[config.mk]
export PLATFORM = sky130hd
export DESIGN_NAME = boot_rom_seq
export DESIGN_NICKNAME = d
export VERILOG_FILES = /design/src/rtl/boot_seq_pkg.sv /design/src/rtl/boot_addr_match.sv /design/src/rtl/boot_nibble_rom.sv /design/src/rtl/boot_seq_fsm.sv /design/src/rtl/boot_bus_steer.sv /design/src/rtl/boot_rom_seq.sv
export SDC_FILE = /design/constraint.sdc
export NUM_CORES = 1
export LEC_CHECK = 0
export ABC_AREA = 0
export ABC_CLOCK_PERIOD_IN_PS = 9600
export BUFFER_PORTS_ARGS = -buffer_cell sky130_fd_sc_hd__buf_2
export CORE_MARGIN = 4
export CORE_UTILIZATION = 30
export CTS_CLUSTER_SIZE = 16
export DETAILED_ROUTE_END_ITERATION = 12
export GPL_TIMING_DRIVEN = 0
export SYNTH_ARGS = -nofsm -noshare
export SYNTH_HDL_FRONTEND = slang
export SYNTH_SLANG_ARGS = --single-unit
[constraint.sdc]
create_clock -name clk -period 9.6 [get_ports clk]
set_input_delay 0.96 -clock clk [delete_from_list [all_inputs] [get_ports clk]]
set_output_delay 0.96 -clock clk [all_outputs]
set_load 0.005 [all_outputs]
[src/rtl/boot_seq_pkg.sv]
// Package: shared state type and ROM content rule for the boot nibble sequencer.
// Assumes four nibbles per word; select code equals nibble number minus one.
package boot_seq_pkg;

    typedef enum logic [2:0] {
        ST_WAIT = 3'd0,
        ST_NIB1 = 3'd1,
        ST_NIB2 = 3'd2,
        ST_NIB3 = 3'd3,
        ST_NIB4 = 3'd4,
        ST_FULL = 3'd5
    } seq_state_t;

    // Content rule of the bootstrap store: one nibble per (index, select).
    function automatic logic [3:0] rom_nibble(input int unsigned idx, input int unsigned sel);
        int unsigned v;
        v = (idx * 3 + sel * 7 + 5) % 16;
        return v[3:0];
    endfunction

endpackage

[src/rtl/boot_addr_match.sv]
// Module: recognises the bootstrap page on the active-low address lines.
// Assumes the page is identified by the address bits from PAGE_LSB upward.
module boot_addr_match #(
    parameter int ADDR_W   = 16,
    parameter int PAGE_LSB = 8,
    parameter logic [ADDR_W-PAGE_LSB-1:0] BOOT_PAGE = '1
) (
    input  logic [ADDR_W-1:0] bus_addr_n,
    output logic              page_hit
);

    localparam int PAGE_W = ADDR_W - PAGE_LSB;

    logic [PAGE_W-1:0] page_true;

    // Invert the active-low page bits and compare with the boot page.
    always_comb begin
        page_true = ~bus_addr_n[ADDR_W-1:PAGE_LSB];
        page_hit  = (page_true == BOOT_PAGE);
    end

endmodule

[src/rtl/boot_nibble_rom.sv]
// Module: 4-bit wide bootstrap ROM addressed by word index and nibble select.
// Assumes the output may be zero whenever the enable is low.
module boot_nibble_rom #(
    parameter int IDX_W = 7,
    parameter int SEL_W = 2,
    parameter int NIB_W = 4
) (
    input  logic             rom_en,
    input  logic [IDX_W-1:0] word_idx,
    input  logic [SEL_W-1:0] nib_sel,
    output logic [NIB_W-1:0] nib_out
);

    import boot_seq_pkg::*;

    localparam int AW    = IDX_W + SEL_W;
    localparam int DEPTH = 1 << AW;

    logic [NIB_W-1:0] rom_tbl [DEPTH];
    logic [AW-1:0]    rom_addr;

    // Fill each location from the content rule.
    for (genvar i = 0; i < DEPTH; i++) begin : g_cell
        assign rom_tbl[i] = NIB_W'(rom_nibble(i / (1 << SEL_W), i % (1 << SEL_W)));
    end

    // Select the addressed nibble; output forced low while disabled.
    always_comb begin
        rom_addr = {word_idx, nib_sel};
        nib_out  = rom_en ? rom_tbl[rom_addr] : '0;
    end

endmodule

[src/rtl/boot_seq_fsm.sv]
// Module: four-state nibble sequencer with per-state gated capture strobes.
// Assumes start is asserted only from the waiting state; strobe loss aborts.
module boot_seq_fsm #(
    parameter int NIB_CNT = 4,
    parameter int SEL_W   = 2
) (
    input  logic                        clk,
    input  logic                        rst_n,
    input  logic                        start,
    input  logic                        addr_strobe,
    input  logic                        step_en,
    output boot_seq_pkg::seq_state_t    seq_state,
    output logic [SEL_W-1:0]            nib_sel,
    output logic [NIB_CNT-1:0]          cap_en,
    output logic                        rom_en,
    output logic                        full
);

    import boot_seq_pkg::*;

    seq_state_t state_q, state_d;
    logic       in_nib;

    // Next-state choice: start, step, abort on strobe loss, finish.
    always_comb begin
        state_d = state_q;
        unique case (state_q)
            ST_WAIT: if (start) state_d = ST_NIB1;
            ST_NIB1: if (!addr_strobe) state_d = ST_WAIT; else if (step_en) state_d = ST_NIB2;
            ST_NIB2: if (!addr_strobe) state_d = ST_WAIT; else if (step_en) state_d = ST_NIB3;
            ST_NIB3: if (!addr_strobe) state_d = ST_WAIT; else if (step_en) state_d = ST_NIB4;
            ST_NIB4: if (!addr_strobe) state_d = ST_WAIT; else if (step_en) state_d = ST_FULL;
            ST_FULL: if (!addr_strobe) state_d = ST_WAIT;
            default: state_d = ST_WAIT;
        endcase
    end

    // State register with synchronous reset.
    always_ff @(posedge clk) begin
        if (!rst_n) state_q <= ST_WAIT;
        else        state_q <= state_d;
    end

    // Select code and ROM enable follow the active nibble state.
    always_comb begin
        in_nib  = (state_q == ST_NIB1) || (state_q == ST_NIB2) ||
                  (state_q == ST_NIB3) || (state_q == ST_NIB4);
        rom_en  = in_nib;
        nib_sel = in_nib ? SEL_W'(int'(state_q) - int'(ST_NIB1)) : '0;
        full    = (state_q == ST_FULL);
    end

    // One gated capture strobe per nibble state.
    for (genvar k = 0; k < NIB_CNT; k++) begin : g_cap
        assign cap_en[k] = (int'(state_q) == int'(ST_NIB1) + k) && step_en && addr_strobe;
    end

    assign seq_state = state_q;

endmodule

[src/rtl/boot_bus_steer.sv]
// Module: word/byte steering, unit override and release of the data bus.
// Assumes the assembled word is true-polarity; output lines are active low.
module boot_bus_steer #(
    parameter int DATA_W = 16
) (
    input  logic [DATA_W-1:0] word_true,
    input  logic              byte_sel_n,
    input  logic              odd_byte,
    input  logic              drive,
    input  logic              online_n,
    input  logic [1:0]        boot_unit_sw,
    output logic [DATA_W-1:0] data_n
);

    localparam int HALF_W = DATA_W / 2;

    logic [DATA_W-1:0] true_v;
    logic [DATA_W-1:0] bus_v;

    // Pick word or byte, invert, apply unit code, release when idle.
    always_comb begin
        if (byte_sel_n) true_v = word_true;
        else true_v = {{HALF_W{1'b0}},
                       odd_byte ? word_true[DATA_W-1:HALF_W] : word_true[HALF_W-1:0]};
        bus_v = ~true_v;
        if (!online_n) begin
            if (boot_unit_sw == 2'b00)      bus_v[3:0] = 4'b1111;
            else if (boot_unit_sw == 2'b01) bus_v[3:0] = 4'b1101;
        end
        data_n = drive ? bus_v : '1;
    end

endmodule

[src/rtl/boot_rom_seq.sv]
// Module: top of the boot ROM nibble-assembly sequencer.
// Assumes the read is held by addr_strobe and paced by step_en.
module boot_rom_seq #(
    parameter int ADDR_W   = 16,
    parameter int PAGE_LSB = 8,
    parameter logic [ADDR_W-PAGE_LSB-1:0] BOOT_PAGE = 8'hFE,
    parameter int NIB_W    = 4,
    parameter int NIB_CNT  = 4
) (
    input  logic                       clk,
    input  logic                       rst_n,
    input  logic [ADDR_W-1:0]          bus_addr_n,
    input  logic                       addr_strobe,
    input  logic                       reload_req,
    input  logic                       intr_req,
    input  logic                       step_en,
    input  logic                       byte_sel_n,
    input  logic [1:0]                 boot_unit_sw,
    input  logic                       online_n,
    output logic [NIB_W*NIB_CNT-1:0]   data_n,
    output logic                       drive_en
);

    import boot_seq_pkg::*;

    localparam int DATA_W = NIB_W * NIB_CNT;
    localparam int SEL_W  = $clog2(NIB_CNT);
    localparam int IDX_W  = PAGE_LSB - 1;

    logic                  page_hit;
    logic                  start;
    logic [PAGE_LSB-1:0]   addr_lo_q;
    seq_state_t            seq_state;
    logic [SEL_W-1:0]      nib_sel;
    logic [NIB_CNT-1:0]    cap_en;
    logic                  rom_en;
    logic                  full;
    logic [NIB_W-1:0]      rom_nib;
    logic [NIB_W-1:0]      nib_q [NIB_CNT];
    logic [DATA_W-1:0]     word_true;

    boot_addr_match #(
        .ADDR_W(ADDR_W), .PAGE_LSB(PAGE_LSB), .BOOT_PAGE(BOOT_PAGE)
    ) u_match (
        .bus_addr_n(bus_addr_n), .page_hit(page_hit)
    );

    // Start condition for a new read.
    always_comb begin
        start = (seq_state == ST_WAIT) && addr_strobe && page_hit && !reload_req && !intr_req;
    end

    // Capture the low address bits once at start; held for the whole read.
    always_ff @(posedge clk) begin
        if (!rst_n)     addr_lo_q <= '0;
        else if (start) addr_lo_q <= ~bus_addr_n[PAGE_LSB-1:0];
    end

    boot_seq_fsm #(
        .NIB_CNT(NIB_CNT), .SEL_W(SEL_W)
    ) u_fsm (
        .clk(clk), .rst_n(rst_n), .start(start), .addr_strobe(addr_strobe),
        .step_en(step_en), .seq_state(seq_state), .nib_sel(nib_sel),
        .cap_en(cap_en), .rom_en(rom_en), .full(full)
    );

    boot_nibble_rom #(
        .IDX_W(IDX_W), .SEL_W(SEL_W), .NIB_W(NIB_W)
    ) u_rom (
        .rom_en(rom_en), .word_idx(addr_lo_q[PAGE_LSB-1:1]),
        .nib_sel(nib_sel), .nib_out(rom_nib)
    );

    // Holding registers, one per nibble, each loaded by its own strobe.
    for (genvar k = 0; k < NIB_CNT; k++) begin : g_hold
        always_ff @(posedge clk) begin
            if (!rst_n)         nib_q[k] <= '0;
            else if (cap_en[k]) nib_q[k] <= rom_nib;
        end
        assign word_true[k*NIB_W +: NIB_W] = nib_q[k];
    end

    // Drive only with all nibbles held and the bus conditions met.
    always_comb begin
        drive_en = full && addr_strobe && !reload_req && !intr_req;
    end

    boot_bus_steer #(
        .DATA_W(DATA_W)
    ) u_steer (
        .word_true(word_true), .byte_sel_n(byte_sel_n), .odd_byte(addr_lo_q[0]),
        .drive(drive_en), .online_n(online_n), .boot_unit_sw(boot_unit_sw),
        .data_n(data_n)
    );

endmodule

==> After elaboration in Yosys (flattened, before gate mapping) <==
Memories as Yosys holds them, arrays and structs flattened.
Cells that the tools add are included.
Widths: inputs -> output; s select.
{ "totals": {"reg_bits": 11, "ram_bits": 16, "mem_bits_ro": 2048, "inputBits": 26, "output_inout_bits": 17, "wordCells": 92, "n_memories": 2} }
{ "classes": {"addsub": 1, "magnitude_cmp": 1, "eq_ne": 17, "n_mux": 38, "n_bitwise": 8, "reduce_logical": 23} }
{ "mem_list": {"columns": ["name", "depth", "word_bits", "rd", "rd_ports_with_merged_regs", "write_ports", "line", "rtl"], "rows": [
  ["(name not given)", 512, 4, 1, 0, 0, "boot_nibble_rom.sv:30", "nib_out = rom_en ? rom_tbl[rom_addr] : '0;"],
  ["nib_q", 4, 4, 4, 0, 4, "boot_rom_seq.sv:39", "logic [NIB_W-1:0] nib_q [NIB_CNT];"]
]} }
{ "ops": {"columns": ["op", "count"], "rows": [
  ["$mux 4", 10],
  ["$mux 16", 2],
  ["$mux 3", 10],
  ["$pmux 3 s6", 1],
  ["$not 16->16", 1],
  ["$not 8->8", 2],
  ["$eq 3x3->1 const B", 5],
  ["$logic_and 1x1->1", 15],
  ["$mux 1", 13],
  ["$ne 3x3->1 const B", 4],
  ["$ge 10x10->1 const B", 1],
  ["$not 9->10", 1],
  ["$eq 3x2->1 const B", 3],
  ["$eq 8x8->1 const B", 1],
  ["$mux 8", 1],
  ["$reduce_and 6->1", 1],
  ["$ne 2x2->1 const B", 2],
  ["$or 1x1->1", 4],
  ["$eq 3x1->1 const B", 1],
  ["$logic_not 3->1", 1],
  ["$logic_or 1x1->1", 3],
  ["$eq 2x1->1 const B", 1],
  ["$logic_not 1->1", 2],
  ["$logic_not 2->1", 1],
  ["2 further kinds", 2]
]} }

==> Depth between registers and ports, before layout <==
{ "depth": {"word_depth": 11, "ltp_mapped": 11, "depth_no_buf": 10} }

==> By module <==
A second synthesis with hierarchy kept.
{ "unflattened": {"cells_unflattened": 185, "hier_area_um2": 1884.3} }
{ "modules_own_cells": {"columns": ["module", "n_inst", "cells_per_inst", "area_per_inst_um2", "seq_area_each_um2"], "rows": [
  ["boot_rom_seq", 1, 68, 963.4, 640.6],
  ["boot_nibble_rom", 1, 45, 352.8, 0.0],
  ["boot_seq_fsm", 1, 38, 331.6, 60.1],
  ["boot_bus_steer", 1, 31, 216.5, 0.0],
  ["boot_addr_match", 1, 3, 20.0, 0.0]
]} }

==> Least setup slack after synthesis <==
Ideal clock, no wire load.
{ "synth_timing": {"path_kind": "reg2reg", "startpoint": "register u_fsm.state_q[0], in the netlist u_fsm.seq_state[0]", "endpoint": "memory nib_q[0][3] (data pin)", "setup_time_ps": 278, "arrival_ps": 2723, "t_required_ps": 9322, "path_slack_ps": 6599, "path_stages_with_launch": 11, "n_path_buf": 1, "path_cell_list": "dfxtp_1 > ha_1 > clkbuf_1 > nor4_1 > nor3_1 > inv_1 > ha_1 > nor2b_1 > or3_1 > a311oi_1 > nor4_1"} }
{ "synth_rtl": {"columns": ["element", "line", "rtl"], "rows": [
  ["from (decl)", "boot_seq_fsm.sv:21", "seq_state_t state_q, state_d;"],
  ["from (signal assigned)", "boot_seq_fsm.sv:41", "else state_q <= state_d;"],
  ["to (decl)", "boot_rom_seq.sv:39", null]
]} }

==> flow_metrics.tcl <==
set metrics [dict create \
    seq_area_um2 641 \
    chipHeight_um 83.5 \
    fmax_mhz 268 \
    fin_setup_tns_ns 0 \
    drtIter0Drc 77 \
    start_util_pct 31.1 \
    worst_setup_path_end_kind "register" \
    net-switching-power_uw 44.0 \
    post_cts_buffers 0 \
    grt_pass1_wl_um 6400 \
    synthFlopType "edfxtp_1" \
    final_area_um2 2040 \
    n_fill_cell 590 \
    layout_common_cells "buf_2 (41), nand2_1 (30), nor2_1 (17), edfxtp_1 (16), ha_1 (13)" \
    hold_path.class "register to register" \
    outcome "finished clean" \
    clkPwrFrac_pct 30.3 \
    die_w_um 83.5 \
    pwr-share-comb_pct 11.2 \
    synth_edf_count 16 \
    wl_per_cell_um 12.8 \
    place_area_um2 1990 \
    rr_endpoint "nib_q[3][3]$_SDFFCE_PN0P_" \
    syn_to_final_growth_pct 19.0 \
    yosysUniqueCellTypes 44 \
    clock_sinks 24 \
    hp-start "u_fsm.seq_state[1]$_SDFFE_PN0P_" \
    rsz0062_at_grt "false" \
    wirelength_um 3840 \
    multi_input_area_um2 995 \
    syn_area_per_cell_um2 9.20 \
    hold_viol 0 \
    dp_hpwl_um 3110 \
    antenna_cells 0 \
    setup_viol 0 \
    grt_max_degree 14 \
    p_int_uw 150 \
    grt.overflow.total 0 \
    r2r-start "u_fsm.seq_state[0]$_SDFFE_PN0P_" \
    leakagePower_uw 0.000761 \
    p_sw_share_pct 22.7 \
    nNetsFinal 268 \
    place_congestion 0.792 \
    core_area_um2 5510 \
    io_buffers 38 \
    critPathRequiredTime_ns 9.58 \
    drive_gt1_share_pct 26.3 \
    worst_pin_slew_ns 0.740 \
    drv_cap 0 \
    synth_cells 186 \
    reg2reg_slack_ns 5.87 \
    ctsResizeCount 0 \
    synthArstFlopShare_pct 0 \
    r2r_cells 10 \
    seq_power_share_pct 58.5 \
    cts_hold_buf 0 \
    cts_buffer_depth 2 \
    cts_buffers 3 \
    powerDensity_nw_per_um2 95.3 \
    cp.arrival_ns 3.71 \
    cp_max_fo 9 \
    antenna_found_initial 0 \
    syn_area_um2 1710 \
    timing.final.max_slew_violations 0 \
    drtPass1Iterations 6 \
    peakVddDrop_mv 0.0440 \
    hold_path_depth 2 \
    cts_tree "built" \
    synth_seq_cells 24 \
    cts_max_level 1 \
    yosysWarnings 0 \
    mostFrequentLayoutCell "buf_2" \
    finalCritPeriodShare_pct 38.9 \
    clock_skew_ns 0.00393 \
    synthesis.nets 225 \
    cp-start-kind "register" \
    cts_root_buf "clkbuf_8" \
    crit_type "register to register" \
    rows 27 \
    startpoint "u_fsm.seq_state[0]$_SDFFE_PN0P_" \
    grt_pass1_vias 1396 \
    die_area_um2 6970 \
    remaining_drc_errors 0 \
    dp_cells 296 \
    avgViaCountPerCell 4.86 \
    worstHoldEndpoint "u_fsm.seq_state[1]$_SDFFE_PN0P_" \
    clock_latency_ns 0.26 \
    clkTransAtPathRegs_ns 0.08 \
    slew-limit-headroom_pct 50.5 \
    ant_nets 0 \
    io-pin-count 43 \
    fin_crit_ns 3.73 \
    layoutNonFillerInstCount 300 \
    grt_usage_pct 10.8 \
    final_util_pct 37.0 \
    ys_seq_area_share_pct 37.5 \
    vias 1458 \
]
critical path, cell delays in order, from the launching register on:
cell and delay [ns]:
dfxtp_1 0.52, ha_1 0.21, clkbuf_1 0.29, nor4_1 0.13, nor3_1 0.53, inv_1 0.28, ha_1 0.36, nor2b_1 0.15
or3_1 0.31, a311oi_1 0.54, nor4_1 0.14
final cells by class:
class	instances	share of cell area (%)
Clock buffer	3	2.03
Inverter	7	1.29
Clock inverter	1	0.184
Sequential cell	24	31.5
Buffer	9	2.40
Tap cell	72	4.43
Timing Repair Buffer	38	9.34
Multi-Input combinational cell	146	48.9
power by group through the flow:
stage	sequential (uW)	clock [uW]	combinational [uW]
finish	114	58.8	21.7
global route	114	65.4	24.7
CTS	114	61.2	21.7
detailed placement	116	0	21.5
global placement	116	0	21.3
floorplan	115	0	13.1
Yosys cell counts (2+ instances only):
library cell	instances	share of area (%)
a21oi_1	3	0.88
nor3_1	6	1.8
o21ai_0	4	1.2
nor2_1	17	3.7
ha_1	13	9.5
and3_1	2	0.73
nand2b_1	4	1.5
a31oi_1	2	0.73
o21bai_1	2	0.88
nand2_1	30	6.6
edfxtp_1	16	28
clkbuf_1	4	0.88
mux2i_1	6	3.5
inv_1	7	1.5
buf_2	3	0.88
nand4_1	3	1.1
nor2b_1	3	1.1
nor3b_1	3	1.3
nor4_1	6	2.2
dfxtp_1	8	9.4
a211oi_1	6	2.6
or3_1	3	1.1
a311oi_2	2	1.8
nand3_1	4	1.2
o21a_1	2	0.88
mux2_2	9	5.9
through the flow:
step | total power (uW) | hold slack, ns | setup WS (ns)
after global routing | 204 | 0.547 | 5.57
after detailed placement | 137 | 0.493 | 5.93
after CTS | 197 | 0.505 | 5.89
final | 194 | 0.501 | 5.87
after floorplan | 129 | 0.468 | 6.60
after global placement | 137 | 0.488 | 5.93
registers in the layout, indices dropped and copies added (netlist names):
| name | flops |
|---|---|
| addr_lo_q | 5 |
| u_fsm.seq_state | 3 |
| nib_q | 16 |
routing by layer:
layer	wire length, um	share of wire (%)	track usage, %	vias to the layer above
li1	-	-	-	756
met1	1670	43	12.6	666
met2	1950	51	20.5	34
met3	191	5.0	1.28	2
met4	35	0.91	3.51	0
met5	0	0	0	-
kinds of logic after synthesis:
| kind of cell | Yosys count | share of synthesized area [%] |
|---|---|---|
| AO/OA/AOI/OAI | 27 | 11.9 |
| XOR/XNOR | 1 | 0.512 |
| adder cells (fa/ha/maj) | 13 | 9.51 |
| buffers and inverters | 16 | 4.39 |
| flip-flops | 24 | 37.5 |
| multiplexers | 15 | 9.44 |
| AND/OR/NAND/NOR | 90 | 26.8 |
worst max-delay path by stage:
stage / to / slack [ns] / depth (start not counted)
2_1_floorplan: nib_q[0][3]$_SDFFCE_PN0P_ / 6.60 / 10
3_3_place_gp: nib_q[3][3]$_SDFFCE_PN0P_ / 5.93 / 10
3_5_place_dp: nib_q[3][3]$_SDFFCE_PN0P_ / 5.93 / 10
4_1_cts: nib_q[3][3]$_SDFFCE_PN0P_ / 5.89 / 10
5_1_grt: nib_q[3][3]$_SDFFCE_PN0P_ / 5.57 / 10
6_report: nib_q[3][3]$_SDFFCE_PN0P_ / 5.87 / 10
(Power assumes the default switching activity.)
